## src/rtl/biphase_clkgen_pkg.sv

```systemverilog
package biphase_clkgen_pkg;

  typedef struct packed {
    logic ph1;
    logic ph2;
  } phase_pair_t;

endpackage

```

## src/rtl/bcg_rst_sync.sv

```systemverilog
module bcg_rst_sync (
  input  logic clk,
  input  logic arst_n,
  output logic srst_n
);

  logic stage_q;
  logic out_q;

  always_ff @(posedge clk or negedge arst_n) begin
    if (!arst_n) begin
      stage_q <= 1'b0;
      out_q   <= 1'b0;
    end else begin
      stage_q <= 1'b1;
      out_q   <= stage_q;
    end
  end

  assign srst_n = out_q;

endmodule

```

## src/rtl/bcg_tick_counter.sv

```systemverilog
module bcg_tick_counter #(
  parameter int CYCLE = 100,
  parameter int CW    = 7
) (
  input  logic          clk,
  input  logic          rst_n,
  input  logic          en,
  output logic [CW-1:0] pos
);

  localparam logic [CW-1:0] LAST = CW'(CYCLE - 1);

  logic [CW-1:0] pos_q;
  logic [CW-1:0] pos_nx;

  always_comb begin
    pos_nx = pos_q;
    if (en) begin
      if (pos_q == LAST) pos_nx = '0;
      else               pos_nx = pos_q + 1'b1;
    end
  end

  always_ff @(posedge clk or negedge rst_n) begin
    if (!rst_n) pos_q <= '0;
    else        pos_q <= pos_nx;
  end

  assign pos = pos_q;

endmodule

```

## src/rtl/bcg_phase_decode.sv

```systemverilog
module bcg_phase_decode
  import biphase_clkgen_pkg::*;
#(
  parameter int PH1 = 45,
  parameter int PH2 = 45,
  parameter int GAP = 5,
  parameter int CW  = 7
) (
  input  logic [CW-1:0] pos,
  output phase_pair_t   phase
);

  localparam logic [CW-1:0] P1_END = CW'(PH1);
  localparam logic [CW-1:0] P2_BEG = CW'(PH1 + GAP);
  localparam logic [CW-1:0] P2_END = CW'(PH1 + GAP + PH2);

  always_comb begin
    phase.ph1 = (pos < P1_END);
    phase.ph2 = (pos >= P2_BEG) && (pos < P2_END);
  end

endmodule

```

## src/rtl/biphase_clkgen.sv

```systemverilog
module biphase_clkgen
  import biphase_clkgen_pkg::*;
#(
  parameter int CYCLE_TICKS = 100,
  parameter int PH1_TICKS   = 45,
  parameter int PH2_TICKS   = 45,
  parameter int GAP_TICKS   = 5
) (
  input  logic clk_ref,
  input  logic rst_n,
  input  logic run,
  output logic phi1,
  output logic phi2,
  output logic periph_en
);

  localparam int CW = (CYCLE_TICKS > 2) ? $clog2(CYCLE_TICKS) : 1;

  generate
    if (GAP_TICKS < 1) begin : g_bad_gap
      $error("biphase_clkgen: dead time must be at least one tick");
    end
    if (PH1_TICKS < 1 || PH2_TICKS < 1) begin : g_bad_width
      $error("biphase_clkgen: phase widths must be at least one tick");
    end
    if (PH1_TICKS + PH2_TICKS + 2 * GAP_TICKS > CYCLE_TICKS) begin : g_bad_fit
      $error("biphase_clkgen: widths plus two dead times exceed the cycle");
    end
  endgenerate

  logic          srst_n;
  logic [CW-1:0] pos;
  phase_pair_t   dec;
  phase_pair_t   ph_q;
  phase_pair_t   ph_nx;
  logic          pe_q;
  logic          pe_nx;

  bcg_rst_sync u_rst_sync (
    .clk    (clk_ref),
    .arst_n (rst_n),
    .srst_n (srst_n)
  );

  bcg_tick_counter #(
    .CYCLE (CYCLE_TICKS),
    .CW    (CW)
  ) u_counter (
    .clk   (clk_ref),
    .rst_n (srst_n),
    .en    (run),
    .pos   (pos)
  );

  bcg_phase_decode #(
    .PH1 (PH1_TICKS),
    .PH2 (PH2_TICKS),
    .GAP (GAP_TICKS),
    .CW  (CW)
  ) u_decode (
    .pos   (pos),
    .phase (dec)
  );

  always_comb begin
    ph_nx = ph_q;
    pe_nx = pe_q;
    if (run) begin
      ph_nx = dec;
      pe_nx = dec.ph2;
    end
  end

  always_ff @(posedge clk_ref or negedge srst_n) begin
    if (!srst_n) begin
      ph_q <= '0;
      pe_q <= 1'b0;
    end else begin
      ph_q <= ph_nx;
      pe_q <= pe_nx;
    end
  end

  assign phi1      = ph_q.ph1;
  assign phi2      = ph_q.ph2;
  assign periph_en = pe_q;

endmodule

```

## config.mk

```make
export PLATFORM = sky130hd
export DESIGN_NAME = biphase_clkgen
export DESIGN_NICKNAME = d
export VERILOG_FILES = /design/src/rtl/biphase_clkgen_pkg.sv /design/src/rtl/bcg_rst_sync.sv /design/src/rtl/bcg_tick_counter.sv /design/src/rtl/bcg_phase_decode.sv /design/src/rtl/biphase_clkgen.sv
export SDC_FILE = /design/constraint.sdc
export NUM_CORES = 1
export LEC_CHECK = 0
export ABC_CLOCK_PERIOD_IN_PS = 800
export BUFFER_PORTS_ARGS = -buffer_cell sky130_fd_sc_hd__buf_4
export CAP_MARGIN = 10
export CORE_MARGIN = 4
export CORE_UTILIZATION = 30
export CTS_CLUSTER_DIAMETER = 80
export DETAILED_ROUTE_END_ITERATION = 6
export SLEW_MARGIN = 20
export SYNTH_ARGS = -nofsm -noshare
export SYNTH_HDL_FRONTEND = slang
export SYNTH_SLANG_ARGS = --single-unit
```

## constraint.sdc

```tcl
create_clock -name clk_ref -period 0.8 [get_ports clk_ref]
set_clock_uncertainty 0.1 [all_clocks]
set_input_delay 0.16 -clock clk_ref [delete_from_list [all_inputs] [get_ports clk_ref]]
set_output_delay 0.16 -clock clk_ref [all_outputs]
set_load 0.05 [all_outputs]
```

==> impl_metrics.json <==
{
  "maxCapViolCount": 0,
  "track_usage_pct": 12.0,
  "root_buffer": "clkbuf_4",
  "hpwl_um": 981,
  "synthSimpleGateAreaFrac_pct": 20.3,
  "worst_ep_arrival_time_ns": 1.51,
  "finalInstanceArea_sq_um": 880,
  "die_x_um": 52.0,
  "portBuffers": 5,
  "r2r_setup_slack_ns": -0.65,
  "dieArea_sq_um": 2700,
  "timing.rr.end": "periph_en",
  "area_growth_pct": 51.5,
  "max_freq_mhz": 692,
  "synth_compound_area_share_pct": 17.0,
  "async_reset_ff_share_pct": 100,
  "hold_viol_final": 0,
  "drtIter0Drc": 8,
  "required_ns": 0.87,
  "globalplace.congestion": 0.780,
  "failed_checks": "negative setup slack",
  "grt_pass1_wl_um": 2340,
  "fp.dieH_um": 52.0,
  "finalSetupTns_ns": -5.59,
  "rsz0062_at_grt": "yes",
  "yosysWarnings": 0,
  "synth_cell_type_count": 29,
  "grt-ovfl-total": 0,
  "vdd_drop_max_v": 0.00130,
  "p_leak_uw": 0.000402,
  "synthAdderAreaFrac_pct": 4.31,
  "synthTopCellsByCount": "11 x dfrtp_1, 4 x inv_1, 4 x nand2_1, 4 x o21ai_0",
  "synth_area_per_cell_sq_um": 9.84,
  "holdCritPathClass": "flip-flop to async pin",
  "grt_max_degree": 10,
  "slowest_delay_ns": 0.42,
  "final.min_clock_period_ns": 1.45,
  "r2r_start": "u_counter.pos[1]",
  "yosysMostFrequentCell": "dfrtp_1",
  "start_util_pct": 32.6,
  "power_uw": 2850,
  "routed_wl_um": 1420,
  "synth_xor_xnor_area_share_pct": 3.02,
  "std_cell_rows": 15,
  "antenna_found_initial": 0,
  "synth_area_leader_cell": "dfrtp_1",
  "status": "complete, but fails checks",
  "antenna_cells": 0,
  "worstRegToRegCells": 4,
  "synth-edff-count": 0,
  "synth-main-ff-cell": "dfrtp_1",
  "place_ws_ns": -0.662,
  "n_fill_cell": 163,
  "synth_top_family_by_area": "simple AND/OR/NAND/NOR gates",
  "clock_sinks": 11,
  "ys_seq_area_share_pct": 47.4,
  "cts_tree": "yes",
  "drt-vias-per-instance": 4.96,
  "clk_pin_slew_ns": 0.08,
  "synth_area_leaders": "dfrtp_1 47%, ha_1 4.3%, o21ai_0 3.4%",
  "ys_ff_latch": 11,
  "cp_max_fo": 3,
  "postRouteAntennaNets": 0,
  "path_class": "flip-flop to flip-flop",
  "wire_per_inst_um": 12.7,
  "core_sq_um": 1780,
  "endpoint_kind": "flip-flop",
  "syn_nets": 64,
  "slew_viol_final": 0,
  "grt_pass1_vias": 533,
  "synth_top_area_share_pct": 47.4,
  "fin_ws_ns": -0.646,
  "nNetsFinal": 93,
  "slowest_stage": "dfrtp_1",
  "drc": 0,
  "vias": 555,
  "h-tree-depth": 1,
  "clockBufferDepth": 2,
  "synth.mux.area_fraction_pct": 0,
  "startpoint_type": "flip-flop",
  "ios": 6,
  "syn_inst": 59,
  "holdWs_ns": 0.0606,
  "placed_area_sq_um": 757,
  "cts-buffers-inserted": 3,
  "insertion_delay_ns": 0.28,
  "drive_gt1_share_pct": 47.1,
  "drtPass1Iterations": 3,
  "path_cells": "ha_1 > or4_1 > o21ai_1 > o32ai_1",
  "synth_area_sq_um": 581,
  "setup_viol": 12,
  "power_density_nw_per_um2": 3240,
  "post-route-period-util_pct": 181
}
-- cell usage in the layout (no fill, tap or decap), types with 2 or more instances in the layout --
cell type / instances
buf_4: 21
dfrtp_1: 9
buf_6: 6
inv_1: 4
nand2_1: 4
o21ai_1: 4
nand4_1: 3
nand2b_1: 3
clkbuf_4: 3
xnor2_1: 2
o31a_1: 2
dfrtp_2: 2
-- worst max-delay path, delay by kind of cell (launching register included) --
kind | cells | cell delay, ns
flops | 1 | 0.42
simple gates | 1 | 0.39
compound gates | 2 | 0.22
fa+ha+maj | 1 | 0.20
-- kinds of logic (layout without fill, tap and decap cells) --
kind of cell	count (synthesis)	after routing
AOI/OAI and AO/OA	14	14
adders and majority gates	2	2
and+or+nand+nor	21	21
DFF	11	11
buffers and inverters	8	36
xor gates and xnor gates	2	2
other	1	1
-- per-layer routing --
metal | vias up | global-route usage, % | wire length, um
li1 | 265 | - | -
met1 | 275 | 14.7 | 679
met2 | 11 | 19.5 | 657
met3 | 4 | 4.30 | 66
met4 | 0 | 3.93 | 15
met5 | - | 0 | 0
-- flip-flops by register name, indices dropped and copies added, names as in the netlist --
signal              cells
periph_en               1
u_counter.pos           7
u_rst_sync.stage_q      1
u_rst_sync.srst_n       1
phi1                    1
-- area by class of cell --
| class | count | area (sq um) | area share [%] |
|---|---|---|---|
| Sequential cell | 11 | 278 | 31.6 |
| Multi-Input combinational cell | 40 | 293 | 33.3 |
| Inverter | 4 | 15.0 | 1.71 |
| Clock buffer | 3 | 22.5 | 2.56 |
| Clock inverter | 1 | 5.00 | 0.569 |
| Tap cell | 25 | 31.3 | 3.56 |
| Timing Repair Buffer | 28 | 235 | 26.7 |
-- how the worst max path moves through the flow --
stage / from / end / slack, ns / cells past startpoint
floorplan: u_counter.pos[1] / u_counter.pos[6] / -0.64 / 4
global placement: u_counter.pos[0] / periph_en / -0.62 / 5
detailed placement: u_counter.pos[0] / periph_en / -0.66 / 5
CTS: u_counter.pos[0] / periph_en / -0.65 / 5
global route: u_counter.pos[0] / periph_en / -0.71 / 5
finish: u_counter.pos[1] / periph_en / -0.65 / 4
-- through the flow --
stage	instances	util, %
6_report	112	49.3
5_1_grt	112	49.3
4_1_cts	111	47.2
3_5_place_dp	102	42.5
3_3_place_gp	102	42.5
2_1_floorplan	59	-
-- what timing repair did --
action / CTS / global route
pin swaps: 8 / 7
hold buffers: 1 / 0
endpoints found under the hold margin: 2 / 0
buffers inserted: 4 / 1
resized for setup: 8 / 7
endpoints found under the setup margin: 12 / 12
-- where the power goes --
part	internal, uW	switching (uW)	total [uW]
registers	732	156	887
clock network	186	220	405
logic	757	796	1550
No activity file was read; power rests on OpenSTA's default activity.
